## config.mk

```make
export PLATFORM = sky130hd
export DESIGN_NAME = vbc_port
export DESIGN_NICKNAME = d
export VERILOG_FILES = /design/src/rtl/vbc_pkg.sv /design/src/rtl/vbc_clk_ctrl.sv /design/src/rtl/vbc_regs.sv /design/src/rtl/vbc_frame_eng.sv /design/src/rtl/vbc_port.sv
export SDC_FILE = /design/constraint.sdc
export NUM_CORES = 1
export LEC_CHECK = 0
export ABC_AREA = 1
export BUFFER_PORTS_ARGS = -buffer_cell sky130_fd_sc_hd__buf_2
export CAP_MARGIN = 15
export CORE_AREA = 5 5 155 157
export CTS_CLUSTER_SIZE = 30
export DETAILED_ROUTE_END_ITERATION = 10
export DIE_AREA = 0 0 160 162
export SLEW_MARGIN = 25
export SYNTH_ARGS = -nofsm -noshare
export SYNTH_HDL_FRONTEND = slang
export SYNTH_SLANG_ARGS = --single-unit
```

## constraint.sdc

```tcl
create_clock -name clk -period 2.08 [get_ports clk]
set_input_delay 0.208 -clock clk [delete_from_list [all_inputs] [get_ports clk]]
set_output_delay 0.208 -clock clk [all_outputs]
set_load 0.03 [all_outputs]
```

## src/rtl/vbc_pkg.sv

```systemverilog
package vbc_pkg;
  localparam int WORD_W   = 16;
  localparam int ADDR_W   = 5;
  localparam int DATA_W   = 8;
  localparam int HDR_W    = WORD_W - DATA_W;
  localparam logic [1:0] SEC_KEY = 2'b11;
  // header field positions inside the upper byte of a secondary word
  localparam int KEY_POS  = HDR_W - 2;
  localparam int RD_POS   = ADDR_W;
  // gain register layout
  localparam int IG_LSB   = 0;
  localparam int IM_BIT   = 2;
  localparam int OG_LSB   = 3;
  localparam int OM_BIT   = 5;

  typedef enum logic {FRM_PRI = 1'b0, FRM_SEC = 1'b1} frame_kind_e;
endpackage

```

## src/rtl/vbc_clk_ctrl.sv

```systemverilog
module vbc_clk_ctrl #(
  parameter int SCLK_HALF    = 4,
  parameter int FRAME_PERIOD = 256,
  parameter int SEC_OFFSET   = 128
) (
  input  logic clk,
  input  logic rst_n,
  input  logic master,
  input  logic sclk_in,
  input  logic fs_in,
  output logic sclk_gen,
  output logic fs_gen,
  output logic s_rise,
  output logic s_fall,
  output logic fs_lvl
);
  localparam int DIV_W = $clog2(SCLK_HALF + 1);
  localparam int PC_W  = $clog2(FRAME_PERIOD);

  logic [DIV_W-1:0] div_cnt;
  logic [PC_W-1:0]  pcnt;
  logic             sclk_lvl, sclk_q;

  always_ff @(posedge clk or negedge rst_n) begin
    if (!rst_n) begin
      div_cnt  <= '0;
      sclk_gen <= 1'b0;
      fs_gen   <= 1'b1;
      pcnt     <= PC_W'(FRAME_PERIOD - 1);
    end else if (master) begin
      if (div_cnt == DIV_W'(SCLK_HALF - 1)) begin
        div_cnt  <= '0;
        sclk_gen <= ~sclk_gen;
        if (!sclk_gen)
          pcnt <= (pcnt == PC_W'(FRAME_PERIOD - 1)) ? '0 : pcnt + 1'b1;
        else
          fs_gen <= (pcnt == PC_W'(FRAME_PERIOD - 1)) ||
                    (pcnt == PC_W'(SEC_OFFSET - 1));
      end else begin
        div_cnt <= div_cnt + 1'b1;
      end
    end
  end

  assign sclk_lvl = master ? sclk_gen : sclk_in;
  assign fs_lvl   = master ? fs_gen   : fs_in;

  always_ff @(posedge clk or negedge rst_n) begin
    if (!rst_n) sclk_q <= 1'b0;
    else        sclk_q <= sclk_lvl;
  end

  assign s_rise = sclk_lvl & ~sclk_q;
  assign s_fall = ~sclk_lvl & sclk_q;

  // generated frame sync moves only together with an SCLK falling step
  a_r1_fs_on_fall: assert property (@(posedge clk) disable iff (!rst_n)
    (master && !$stable(fs_gen)) |-> !sclk_gen);
endmodule

```

## src/rtl/vbc_regs.sv

```systemverilog
module vbc_regs
  import vbc_pkg::*;
#(
  parameter int NREGS     = 8,
  parameter int GAIN_ADDR = 4
) (
  input  logic              clk,
  input  logic              rst_n,
  input  logic              we,
  input  logic [ADDR_W-1:0] waddr,
  input  logic [DATA_W-1:0] wdata,
  input  logic [ADDR_W-1:0] raddr,
  output logic [DATA_W-1:0] rdata,
  output logic [1:0]        in_gain,
  output logic              in_mute,
  output logic [1:0]        out_gain,
  output logic              out_mute
);
  logic [NREGS-1:0][DATA_W-1:0] regs;
  logic [NREGS-1:0][DATA_W-1:0] rd_terms;

  always_ff @(posedge clk or negedge rst_n) begin
    if (!rst_n) begin
      regs <= '0;
    end else if (we) begin
      for (int i = 0; i < NREGS; i++)
        if (waddr == ADDR_W'(i)) regs[i] <= wdata;
    end
  end

  for (genvar g = 0; g < NREGS; g++) begin : g_rd
    assign rd_terms[g] = (raddr == ADDR_W'(g)) ? regs[g] : '0;
  end

  always_comb begin
    rdata = '0;
    for (int i = 0; i < NREGS; i++) rdata = rdata | rd_terms[i];
  end

  assign in_gain  = regs[GAIN_ADDR][IG_LSB +: 2];
  assign in_mute  = regs[GAIN_ADDR][IM_BIT];
  assign out_gain = regs[GAIN_ADDR][OG_LSB +: 2];
  assign out_mute = regs[GAIN_ADDR][OM_BIT];

  // addresses beyond the file read as zero
  a_r10_unused_zero: assert property (@(posedge clk) disable iff (!rst_n)
    (raddr >= ADDR_W'(NREGS)) |-> (rdata == '0));
endmodule

```

## src/rtl/vbc_frame_eng.sv

```systemverilog
module vbc_frame_eng
  import vbc_pkg::*;
(
  input  logic              clk,
  input  logic              rst_n,
  input  logic              s_rise,
  input  logic              s_fall,
  input  logic              fs_lvl,
  input  logic              din,
  input  logic              adc_valid,
  input  logic [WORD_W-1:0] adc_data,
  output logic              adc_ready,
  output logic              dout,
  output logic              dout_oe,
  output logic [WORD_W-1:0] dac_data,
  output logic              dac_valid,
  output logic              reg_we,
  output logic [ADDR_W-1:0] reg_waddr,
  output logic [DATA_W-1:0] reg_wdata,
  output logic [ADDR_W-1:0] reg_raddr,
  input  logic [DATA_W-1:0] reg_rdata
);
  localparam int CNT_W = $clog2(WORD_W + 2);

  logic              busy, exp_sec, rd_active;
  frame_kind_e       kind, nk;
  logic [CNT_W-1:0]  rcnt, icnt;
  logic [WORD_W-1:0] sh_out, sh_in, tx_word;
  logic              last_edge, start, abort, rd_ok;
  logic [DATA_W-1:0] rd_byte;

  assign last_edge = busy && (rcnt == CNT_W'(WORD_W));
  assign start     = s_rise && fs_lvl;
  assign abort     = start && busy && !last_edge;

  always_comb begin
    if (abort)          nk = FRM_PRI;
    else if (last_edge) nk = (kind == FRM_PRI) ? FRM_SEC : FRM_PRI;
    else                nk = exp_sec ? FRM_SEC : FRM_PRI;
  end

  assign adc_ready = start && (nk == FRM_PRI);
  assign tx_word   = (adc_ready && adc_valid) ? adc_data : '0;

  // header = upper byte of the secondary word, complete after 8 falls
  assign reg_raddr = sh_in[ADDR_W-1:0];
  assign rd_ok     = busy && (sh_in[KEY_POS +: 2] == SEC_KEY) && sh_in[RD_POS];
  assign rd_byte   = rd_ok ? reg_rdata : '0;

  assign reg_we    = s_rise && last_edge && (kind == FRM_SEC) &&
                     (sh_in[WORD_W-1 -: 2] == SEC_KEY) && !sh_in[DATA_W + RD_POS];
  assign reg_waddr = sh_in[DATA_W +: ADDR_W];
  assign reg_wdata = sh_in[DATA_W-1:0];

  always_ff @(posedge clk or negedge rst_n) begin
    if (!rst_n) begin
      busy      <= 1'b0;
      kind      <= FRM_PRI;
      exp_sec   <= 1'b0;
      rcnt      <= '0;
      icnt      <= '0;
      sh_out    <= '0;
      sh_in     <= '0;
      rd_active <= 1'b0;
      dout      <= 1'b0;
      dout_oe   <= 1'b0;
      dac_data  <= '0;
      dac_valid <= 1'b0;
    end else begin
      dac_valid <= 1'b0;
      if (s_rise) begin
        if (last_edge) begin
          busy      <= 1'b0;
          dout_oe   <= 1'b0;
          dout      <= 1'b0;
          rd_active <= 1'b0;
          if (kind == FRM_PRI) begin
            dac_data  <= sh_in;
            dac_valid <= 1'b1;
            exp_sec   <= 1'b1;
          end else begin
            exp_sec <= 1'b0;
          end
        end else if (busy) begin
          rcnt <= rcnt + 1'b1;
          if (kind == FRM_SEC && rcnt == CNT_W'(HDR_W)) begin
            rd_active <= rd_ok;
            dout      <= rd_byte[DATA_W-1];
            sh_out    <= {rd_byte[DATA_W-2:0], {(HDR_W+1){1'b0}}};
          end else begin
            dout   <= sh_out[WORD_W-1];
            sh_out <= {sh_out[WORD_W-2:0], 1'b0};
          end
        end
        if (start) begin
          busy      <= 1'b1;
          kind      <= nk;
          rcnt      <= CNT_W'(1);
          icnt      <= '0;
          dout_oe   <= 1'b1;
          rd_active <= 1'b0;
          dout      <= tx_word[WORD_W-1];
          sh_out    <= {tx_word[WORD_W-2:0], 1'b0};
          if (abort || nk == FRM_SEC) exp_sec <= 1'b0;
        end
      end
      if (s_fall && busy && icnt < CNT_W'(WORD_W)) begin
        sh_in <= {sh_in[WORD_W-2:0], din};
        icnt  <= icnt + 1'b1;
      end
    end
  end

  // the DAC strobe is a single cycle
  a_r4_single_strobe: assert property (@(posedge clk) disable iff (!rst_n)
    dac_valid |=> !dac_valid);
  // an aborted frame never produces a DAC strobe
  a_r12_abort_no_latch: assert property (@(posedge clk) disable iff (!rst_n)
    abort |=> !dac_valid);
  // a taken ADC handshake opens the DOUT window of a primary frame
  a_r3_ready_opens: assert property (@(posedge clk) disable iff (!rst_n)
    adc_ready |=> (dout_oe && kind == FRM_PRI));
  // secondary frames without a read keep DOUT low
  a_r8_sec_quiet: assert property (@(posedge clk) disable iff (!rst_n)
    (dout_oe && kind == FRM_SEC && !rd_active) |-> !dout);
  // register writes happen only at the close of a secondary frame
  a_r6_write_in_sec: assert property (@(posedge clk) disable iff (!rst_n)
    reg_we |-> (busy && kind == FRM_SEC && s_rise));
endmodule

```

## src/rtl/vbc_port.sv

```systemverilog
module vbc_port
  import vbc_pkg::*;
#(
  parameter int SCLK_HALF    = 4,
  parameter int FRAME_PERIOD = 256,
  parameter int SEC_OFFSET   = 128,
  parameter int NREGS        = 8,
  parameter int GAIN_ADDR    = 4
) (
  input  logic        clk,
  input  logic        rst_n,
  input  logic        master_mode,
  input  logic        sclk_in,
  input  logic        fs_in,
  output logic        sclk_out,
  output logic        sclk_oe,
  output logic        fs_out,
  output logic        fs_oe,
  input  logic        din,
  output logic        dout,
  output logic        dout_oe,
  input  logic        adc_valid,
  output logic        adc_ready,
  input  logic [15:0] adc_data,
  output logic        dac_valid,
  output logic [15:0] dac_data,
  output logic [1:0]  in_gain,
  output logic        in_mute,
  output logic [1:0]  out_gain,
  output logic        out_mute
);
  logic              s_rise, s_fall, fs_lvl;
  logic              reg_we;
  logic [ADDR_W-1:0] reg_waddr, reg_raddr;
  logic [DATA_W-1:0] reg_wdata, reg_rdata;

  assign sclk_oe = master_mode;
  assign fs_oe   = master_mode;

  vbc_clk_ctrl #(
    .SCLK_HALF(SCLK_HALF), .FRAME_PERIOD(FRAME_PERIOD), .SEC_OFFSET(SEC_OFFSET)
  ) u_clk (
    .clk(clk), .rst_n(rst_n), .master(master_mode),
    .sclk_in(sclk_in), .fs_in(fs_in),
    .sclk_gen(sclk_out), .fs_gen(fs_out),
    .s_rise(s_rise), .s_fall(s_fall), .fs_lvl(fs_lvl)
  );

  vbc_frame_eng u_eng (
    .clk(clk), .rst_n(rst_n),
    .s_rise(s_rise), .s_fall(s_fall), .fs_lvl(fs_lvl), .din(din),
    .adc_valid(adc_valid), .adc_data(adc_data), .adc_ready(adc_ready),
    .dout(dout), .dout_oe(dout_oe),
    .dac_data(dac_data), .dac_valid(dac_valid),
    .reg_we(reg_we), .reg_waddr(reg_waddr), .reg_wdata(reg_wdata),
    .reg_raddr(reg_raddr), .reg_rdata(reg_rdata)
  );

  vbc_regs #(.NREGS(NREGS), .GAIN_ADDR(GAIN_ADDR)) u_regs (
    .clk(clk), .rst_n(rst_n),
    .we(reg_we), .waddr(reg_waddr), .wdata(reg_wdata),
    .raddr(reg_raddr), .rdata(reg_rdata),
    .in_gain(in_gain), .in_mute(in_mute),
    .out_gain(out_gain), .out_mute(out_mute)
  );
endmodule

```

; ---- Word level (Yosys, flattened, before mapping)
; Cells that the tools add are included.
[op_classes]
add_sub_neg = 4
multipliers = 0
n_div = 0
n_lt_le_gt_ge = 1
n_eq_ne = 22
shifts = 0
muxes = 39
n_bitwise = 14
n_reduce_logical = 43
[ops]
columns = operator, count
row1 = 16-bit two-way mux, 5
row2 = 8-bit two-way mux, 10
row3 = 8-bit OR, 7
row4 = "5-bit by 3-bit == test with 1-bit output, second input constant", 8
row5 = 5-bit two-way mux, 6
row6 = 2-bit AND reduction, 13
row7 = "5-bit by 2-bit == test with 1-bit output, second input constant", 4
row8 = 1-bit two-way mux, 17
row9 = 1-bit logical AND, 15
row10 = 3-bit AND reduction, 4
row11 = "5-bit by 1-bit adder with 5-bit output, second input constant", 2
row12 = "5-bit by 1-bit == test with 1-bit output, second input constant", 2
row13 = 5-bit zero test, 2
row14 = "8-bit by 1-bit adder with 8-bit output, second input constant", 1
row15 = "8-bit by 7-bit == test with 1-bit output, second input constant", 1
row16 = "8-bit == test, second input constant", 1
row17 = 2-bit nonzero test, 4
row18 = "5-bit by 4-bit == test with 1-bit output, second input constant", 1
row19 = "5-bit == test, second input constant", 1
row20 = "5-bit < comparator, second input constant", 1
row21 = 1-bit NOT, 5
row22 = "2-bit == test, second input constant", 2
row23 = "3-bit by 1-bit adder with 3-bit output, second input constant", 1
row24 = "3-bit by 2-bit == test with 1-bit output, second input constant", 1
row25 = 6 further kinds, 9
[word_totals]
regBits = 141
latch_bits = 0
mem_bits_rw = 0
mem_bits_ro = 0
input_bits = 23
out_inout_bits = 30
elab_cells = 146
memories = 0

; ---- Depth between registers and ports, before layout
; Gate-level depths: netlist (run 1).
[logic_depth]
word_depth = 14
ltp_mapped = 14
depth_no_buf = 12

; ---- Hierarchy
; From an unflattened synthesis (run 1), not the netlist that was laid out.
[unflattened]
cells_unflattened = 858
hier_area_um2 = 7020.5
[modules_own_cells]
columns = mod, instances, cells_per_inst, area_each_um2, seq_area_each_um2
row1 = vbc_regs, 1, 379, 3128.0, 1601.5
row2 = vbc_frame_eng, 1, 388, 3125.5, 1551.5
row3 = vbc_clk_ctrl, 1, 89, 752.0, 361.6
row4 = vbc_port, 1, 2, 15.0, 0.0

; ---- Worst setup path before layout (run 1)
; OpenSTA, ideal clock, no wires.
[synth_timing]
path_kind = register to register
start = register u_eng.rcnt[0]
end = register u_regs.regs[14] in the netlist's numbering
t_arrival_ps = 1904
required_ps = 1956
path_slack_ps = 52
stages_incl_launch_ff = 11
path_buffers = 1
path_cell_list = dfrtp_1 inv_1 ha_1 inv_1 nor2_1 nand3_2 nor4_4 nand3_2 buf_6 nand2_1 o21ai_2
[synth_between]
elab_chain_len = 7
[synth_rtl]
columns = element, line
row1 = from (decl), vbc_frame_eng.sv:27  ; logic [CNT_W-1:0] rcnt, icnt;
row2 = from (signal assigned), vbc_frame_eng.sv:85  ; rcnt <= rcnt + 1'b1;
row3 = 5-bit == test, vbc_frame_eng.sv:32  ; assign last_edge = busy && (rcnt == CNT_W'(WORD_W));
row4 = 1-bit logical AND, vbc_frame_eng.sv:32
row5 = 1-bit logical AND (3 in series), vbc_frame_eng.sv:50  ; assign reg_we = s_rise && last_edge && (kind == FRM_SEC) &&
row6 = 1-bit logical AND, vbc_frame_eng.sv:51  ; (sh_in[WORD_W-1 -: 2] == SEC_KEY) && !sh_in[DATA_W + RD_POS];
row7 = 2-bit AND reduction (no line), -
row8 = "to (signal, indexed assignment)", vbc_regs.sv:27  ; if (waddr == ADDR_W'(i)) regs[i] <= wdata;
row9 = to (decl), vbc_regs.sv:19  ; logic [NREGS-1:0][DATA_W-1:0] regs;
; No other way between the ends.
; A chain may end at the register's enable or synchronous reset.

; ---- Final worst setup path (run 1)
[layout_timing]
start = register u_eng.rcnt[1]
end = register u_regs.regs, in the netlist u_regs.in_mute
; The elaborated chain is that of the path after synthesis.

==> out/results.ini, run 1 <==
[sta]
rsz0062_at_grt=yes
slew_headroom_pct=39.0
period_share_pct=96.5
setup-tns-final_ns=0
period_needed_ns=2.01
skew_ns=0.00754
hold_viol=0
finalMaxSlewViolations=0
setup_violations=0
worst_slew_pin_slew_ns=0.911
fmax_ghz=0.498

[global_routing]
grt_first_pass_wirelength_microns=27000
grt_max_degree=47
first_global_vias=5249
grt.total_usage_pct=12.9
grt-ovfl-total=0
antenna_found_initial=0

[critical_path]
slowest_stage=dfrtp_1
crit_type=reg2reg
crit_fanout=8
worstPathCellList=inv_2 > ha_4 > inv_2 > nor2_4 > nand3_2 > buf_6 > nor4_4 > clkbuf_16 > buf_12 > buf_12 > nand3_4 > nand2_1 > o21ai_1
critPathMaxStageDelay_ns=0.41
critPathLaunchType=flop
cp-end-kind=flop
crit_arrival_ns=2.32
worstPathRequired_ns=2.39

[yosys]
syn_avg_cell_area_sq_um=8.40
ys_top_cells_by_area=dfrtp_1 (49%), nand2_1 (12%), o21ai_1 (4.4%)
synth-seq-cells=140
synth_top_cells_by_count=nand2_1 (215), dfrtp_1 (131), inv_1 (61), o21ai_1 (59), nor2_1 (56)
yosysUniqueCellTypes=33
ys_warn_count=0
seq_area_frac_synth_pct=52.9
mappedNetlistNets=820
synth-edff-count=0
synth_cells=792
synth_top_area_share_pct=49.3
syn_area_sq_um=6650
ys.flop_type=dfrtp_1
yosysMostFrequentCell=nand2_1
yosysTopAreaCell=dfrtp_1
async_flop_share_pct=100

[die]
core-area_sq_um=22400
dieHeight_microns=162
io_pins=53
start_util_pct=29.7
dieWidth_microns=160
row_count=55
die_area_sq_um=25900

[cts]
clock_path_buffers=2
htree_levels=4
clk_latency_ns=0.42
cts_buffers=17
cts.sinks=140
cts-root-buf=clkbuf_16
tritoncts=done
clk_pin_slew_ns=0.06

[routing]
num_vias=5591
dr.pass1.iters=7
drc=0
wl_per_cell_microns=14.8
routed_wl_microns=17200
vias_per_cell=4.82
final_antenna_net_count=0
first_iter_violations=368

[placed_design]
place_area_sq_um=7290
gp_congestion=0.787
io_buffers=52
post-dp-hpwl_microns=11100

[pwr]
leakagePower_uw=0.00395
power_uw=10200
powerDensity_nw_per_um2=1230
ir_drop_mv=0.593

[finish]
post-route-cell-area_sq_um=8290
area_growth_pct=24.7
drive_gt1_share_pct=19.6
num-fill-cells=2244
antenna_cells=0
nets=890
ff_latch_area_sq_um=3510
multiInputGateArea_sq_um=2810

[job]
max-cap-violations=0

[hold_path]
hp-class=in2reg

[run_status]
run_status=finished, final reports clean

## metal layers
layer  vias up  track usage [%]  share of wire, %
met5         -                0                 0
met4         0             5.16               2.3
met3        32             3.02               3.6
met2       118             20.8                48
met1      2660             16.9                46
li1       2781                -                 -
## final cells by class
| cell class | instances | area share (%) |
|---|---|---|
| Tap cell | 285 | 4.30 |
| Multi-Input combinational cell | 547 | 33.9 |
| Inverter | 63 | 2.88 |
| Timing Repair Buffer | 93 | 8.48 |
| Clock inverter | 12 | 2.63 |
| Clock buffer | 19 | 5.46 |
| Sequential cell | 140 | 42.4 |
## through the flow
stage | utilization, % | cells | setup WS, ns | hold slack (ns)
after floorplan | - | 792 | 0.0517 | -0.0876
after global placement | 32.6 | 1111 | 0.0519 | 0.178
after detailed placement | 32.6 | 1111 | 0.0112 | 0.181
after CTS | 35.8 | 1146 | 0.0135 | 0.00960
after global routing | 37.1 | 1159 | -0.0475 | 0.0145
final | 37.1 | 1159 | 0.0729 | 0.0305
## worst paths after layout
check | from | endpoint | slack (ns) | depth (start not counted)
max in group asynchronous | rst_n | u_eng.dac_data[7] | 1.08 | 3
worst max-delay path | u_eng.rcnt[1] | u_regs.in_mute | 0.07 | 13
worst max register to register | u_eng.rcnt[1] | u_regs.in_mute | 0.07 | 13
worst min register to register | u_regs.regs[38] | u_regs.regs[38] | 0.48 | 2
min in group asynchronous | rst_n | u_regs.in_gain[0] | 0.29 | 2
worst min-delay path | din | u_eng.sh_in[0] | 0.03 | 3
## cell families after synthesis
kind of cell	share of synthesized area, %
simple gates	26.8
flops	52.9
compound gates	11.1
buf+inv	7.70
fa+ha+maj	0.941
xor+xnor	0.527
## state kept, by name (all words and copies together) (netlist names)
| name | cells |
|---|---|
| u_regs.regs | 58 |
| u_eng.dac_data | 16 |
| u_eng.sh_in | 16 |
| u_eng.sh_out | 15 |
| u_clk.pcnt | 8 |
| u_eng.icnt | 5 |
| u_eng.rcnt | 5 |
| u_clk.div_cnt | 3 |
| u_regs.in_gain | 2 |
| u_regs.out_gain | 2 |
| u_clk.fs_gen | 1 |
| u_clk.sclk_gen | 1 |
| u_clk.sclk_q | 1 |
| u_eng.dac_valid | 1 |
| u_eng.dout | 1 |
| u_eng.dout_oe | 1 |
| u_eng.exp_sec | 1 |
| u_eng.kind | 1 |
| u_regs.in_mute | 1 |
| u_regs.out_mute | 1 |
## cells in the final DEF (no fill, tap or decap), types with 8 or more instances in the layout
| cell type | n |
|---|---|
| buf_2 | 51 |
| inv_1 | 57 |
| o21ai_1 | 57 |
| a21oi_1 | 15 |
| buf_4 | 27 |
| clkbuf_16 | 18 |
| nand3_4 | 12 |
| dfrtp_1 | 131 |
| o21ai_0 | 46 |
| dfstp_2 | 9 |
| nor3_1 | 13 |
| o21ai_2 | 8 |
| nand3_1 | 50 |
| nand4_1 | 43 |
| nand2_1 | 213 |
| nor2_1 | 53 |
## what timing repair did
item | CTS | global route
endpoints found under the hold margin | 38 | 0
setup endpoints to repair | 3 | 80
cloned | 0 | 5
buffers inserted | 2 | 8
pin swaps | 1 | 4
gates resized for setup | 3 | 31
hold buffers | 2 | 0
## critical path, delay by kind of cell, from the launching register on
kind	cells	cell delay, ns
AND/OR/NAND/NOR	5	0.60
flip-flops	1	0.41
adder cells (fa/ha/maj)	1	0.12
buffers and inverters	6	0.70
AO/OA/AOI/OAI	1	0.06
## power breakdown
group / internal (uW) / switching (uW)
clock network: 2300 / 1180
logic: 915 / 2170
registers: 3260 / 362
Power figures use the tool's default switching activity.
==> run 2: changes to the inputs <==
CORE_AREA = 5 5 117 119   (was 5 5 155 157)
DIE_AREA = 0 0 122 124   (was 0 0 160 162)
PLACE_DENSITY = 0.75   (was default)
==> run 2 against run 1 <==
Sequential power barely moved. Highest routed layer unchanged. Sequential share of layout area rose by 2.1 points. Power fell by 6.3%. Maximum frequency fell by 1.2%. Final cell count fell by 11%. Combinational power fell by 2%. Clock skew rose by 0.0033 ns. Clock-buffer cell count rose by 3. Setup slack got worse by 0.024 ns. Critical endpoint is now u_regs.regs[62]. Worst hold slack got worse by 0.0026 ns.
==> out/results.ini, run 2 (same netlist as run 1, synthesis figures left out) <==
[run_status]
run_status=finished, final reports clean

[pwr]
ir_drop_mv=0.552  ; -7.0%
leakagePower_uw=0.00384  ; -2.8%
power_uw=9540  ; -6.3%
powerDensity_nw_per_um2=1210  ; -1.8%

[sta]
finalMaxSlewViolations=0  ; unchanged
hold_viol=0  ; unchanged
setup-tns-final_ns=0  ; unchanged
rsz0062_at_grt=yes
period_needed_ns=2.03  ; +0.0238 ns
period_share_pct=97.6  ; +1.1 points
worst_slew_pin_slew_ns=0.961  ; +0.0498 ns
skew_ns=0.0108  ; +0.00329 ns
worst_slack_ns=0.0491  ; -0.0238 ns
slew_headroom_pct=35.7  ; -3.3 points
setup_violations=0  ; unchanged
fmax_ghz=0.492  ; -1.2%

[global_routing]
antenna_found_initial=0  ; unchanged
grt.total_usage_pct=22.8  ; +9.9 points
grt_first_pass_wirelength_microns=26900  ; -0.31%
grt_max_degree=53  ; +13%
first_global_vias=5488  ; +4.6%
grt-ovfl-total=0  ; unchanged

[critical_path]
critPathLaunchType=flop
crit_type=reg2reg
crit_arrival_ns=2.32  ; about the same
worstPathRequired_ns=2.37  ; -0.02 ns
cp-end-kind=flop
crit_fanout=16  ; +8

[routing]
drc=0  ; unchanged
first_iter_violations=542  ; +47%
wl_per_cell_microns=15.9  ; +7.1%
final_antenna_net_count=0  ; unchanged
num_vias=5691  ; +1.8%
dr.pass1.iters=5  ; -2
routed_wl_microns=16500  ; -4.2%
vias_per_cell=5.49  ; +14%

[placed_design]
post-dp-hpwl_microns=10900  ; -2.1%
gp_congestion=0.925  ; +18%
io_buffers=52  ; unchanged
place_inst=996  ; -10%
dp_slack_ns=-0.0234  ; -0.0346 ns

[die]
row_count=41  ; -25%
io_pins=53  ; unchanged
dieHeight_microns=124  ; -23%
core-area_sq_um=12500  ; -44%
start_util_pct=53.3  ; +24 points
die_area_sq_um=15100  ; -42%
dieWidth_microns=122  ; -24%

[job]
max-cap-violations=0  ; unchanged

[finish]
antenna_cells=0  ; unchanged
area_growth_pct=19.0
nets=880  ; -1.1%
utilization_pct=63.4  ; +26 points
reg_top3=u_regs.regs (58), u_eng.dac_data (16), u_eng.sh_in (16)
ff_latch_area_sq_um=3510  ; unchanged
largest_reg_flops=58  ; unchanged
drive_gt1_share_pct=19.1  ; -0.49 points
multiInputGateArea_sq_um=2790  ; -0.76%
num-fill-cells=1049  ; -53%
mostFrequentLayoutCells=nand2_1 (207), dfrtp_1 (131), o21ai_1 (61)
top_register=u_regs.regs
layout_commonest_cell=nand2_1
stdcell_count=1037  ; -11%

[cts]
cts.sinks=140  ; unchanged
clk_latency_ns=0.42  ; about the same
clk_pin_slew_ns=0.06  ; about the same
cts_buffers=17  ; unchanged
tritoncts=done
htree_levels=4  ; unchanged
cts-root-buf=clkbuf_16
clock_path_buffers=2  ; unchanged

[hold_path]
hp-class=in2reg

## run 2: report_power, final
group / switching, uW / internal (uW) / total [uW]
Sequential: 364 / 3260 / 3630
Clock: 1150 / 1730 / 2880
Combinational: 2120 / 905 / 3030
Total: 3640 / 5900 / 9540
## run 2: path summary, 6_finish.rpt
check / slack [ns] / end / start / cells past startpoint
setup / recovery: 0.05 / u_regs.regs[62] / u_eng.rcnt[1] / 11
setup reg to reg: 0.05 / u_regs.regs[62] / u_eng.rcnt[1] / 11
hold / removal: 0.03 / u_eng.sh_out[2] / adc_data[1] / 3
hold reg to reg: 0.48 / u_eng.dac_data[15] / u_eng.dac_data[15] / 2
min in group asynchronous: 0.29 / u_regs.regs[57] / rst_n / 2
max in group asynchronous: 1.09 / u_eng.sh_out[1] / rst_n / 3
## run 2: area by class of cell
class                           instances  share of cell area [%]
Clock buffer                           22                    6.00
Clock inverter                         10                    1.15
Inverter                               63                    3.02
Multi-Input combinational cell        544                    35.2
Sequential cell                       140                    44.4
Tap cell                              172                    2.72
Timing Repair Buffer                   86                    7.42
## run 2: worst max-delay path, stage by stage, from the launching register on
cell	delay, ns
dfrtp_1	0.38
inv_1	0.11
ha_4	0.14
inv_2	0.04
nor2_4	0.14
nand3_4	0.12
buf_12	0.16
nor4_4	0.18
buf_12	0.21
nand3_4	0.18
nand2_1	0.14
o21ai_1	0.07
## run 2: stage by stage
| step | hold slack [ns] | instance area [sq um] |
|---|---|---|
| 6_report | 0.0279 | 7910 |
| 3_3_place_gp | 0.156 | 7100 |
| 5_1_grt | 0.0339 | 7910 |
| 2_1_floorplan | -0.0876 | 6650 |
| 3_5_place_dp | 0.161 | 7100 |
| 4_1_cts | 0.0215 | 7810 |
## run 2: repair_timing
item                                    4_1_cts  5_1_grt
endpoints found under the setup margin       49       90
setup buffers                                 3        2
pin swaps                                     3        4
hold buffers                                  2        0
hold endpoints to repair                     44        0
resized for setup                            15       22
cloned                                        0        2
## run 2: layer usage
metal / track usage [%] / vias up / share of wire [%] / wire length (microns)
met3: 5.36 / 25 / 5.3 / 877
met5: 0 / - / 0 / 0
li1: - / 2746 / - / -
met1: 29.8 / 2749 / 43 / 7120
met2: 37.7 / 171 / 50 / 8220
met4: 7.56 / 0 / 1.6 / 258
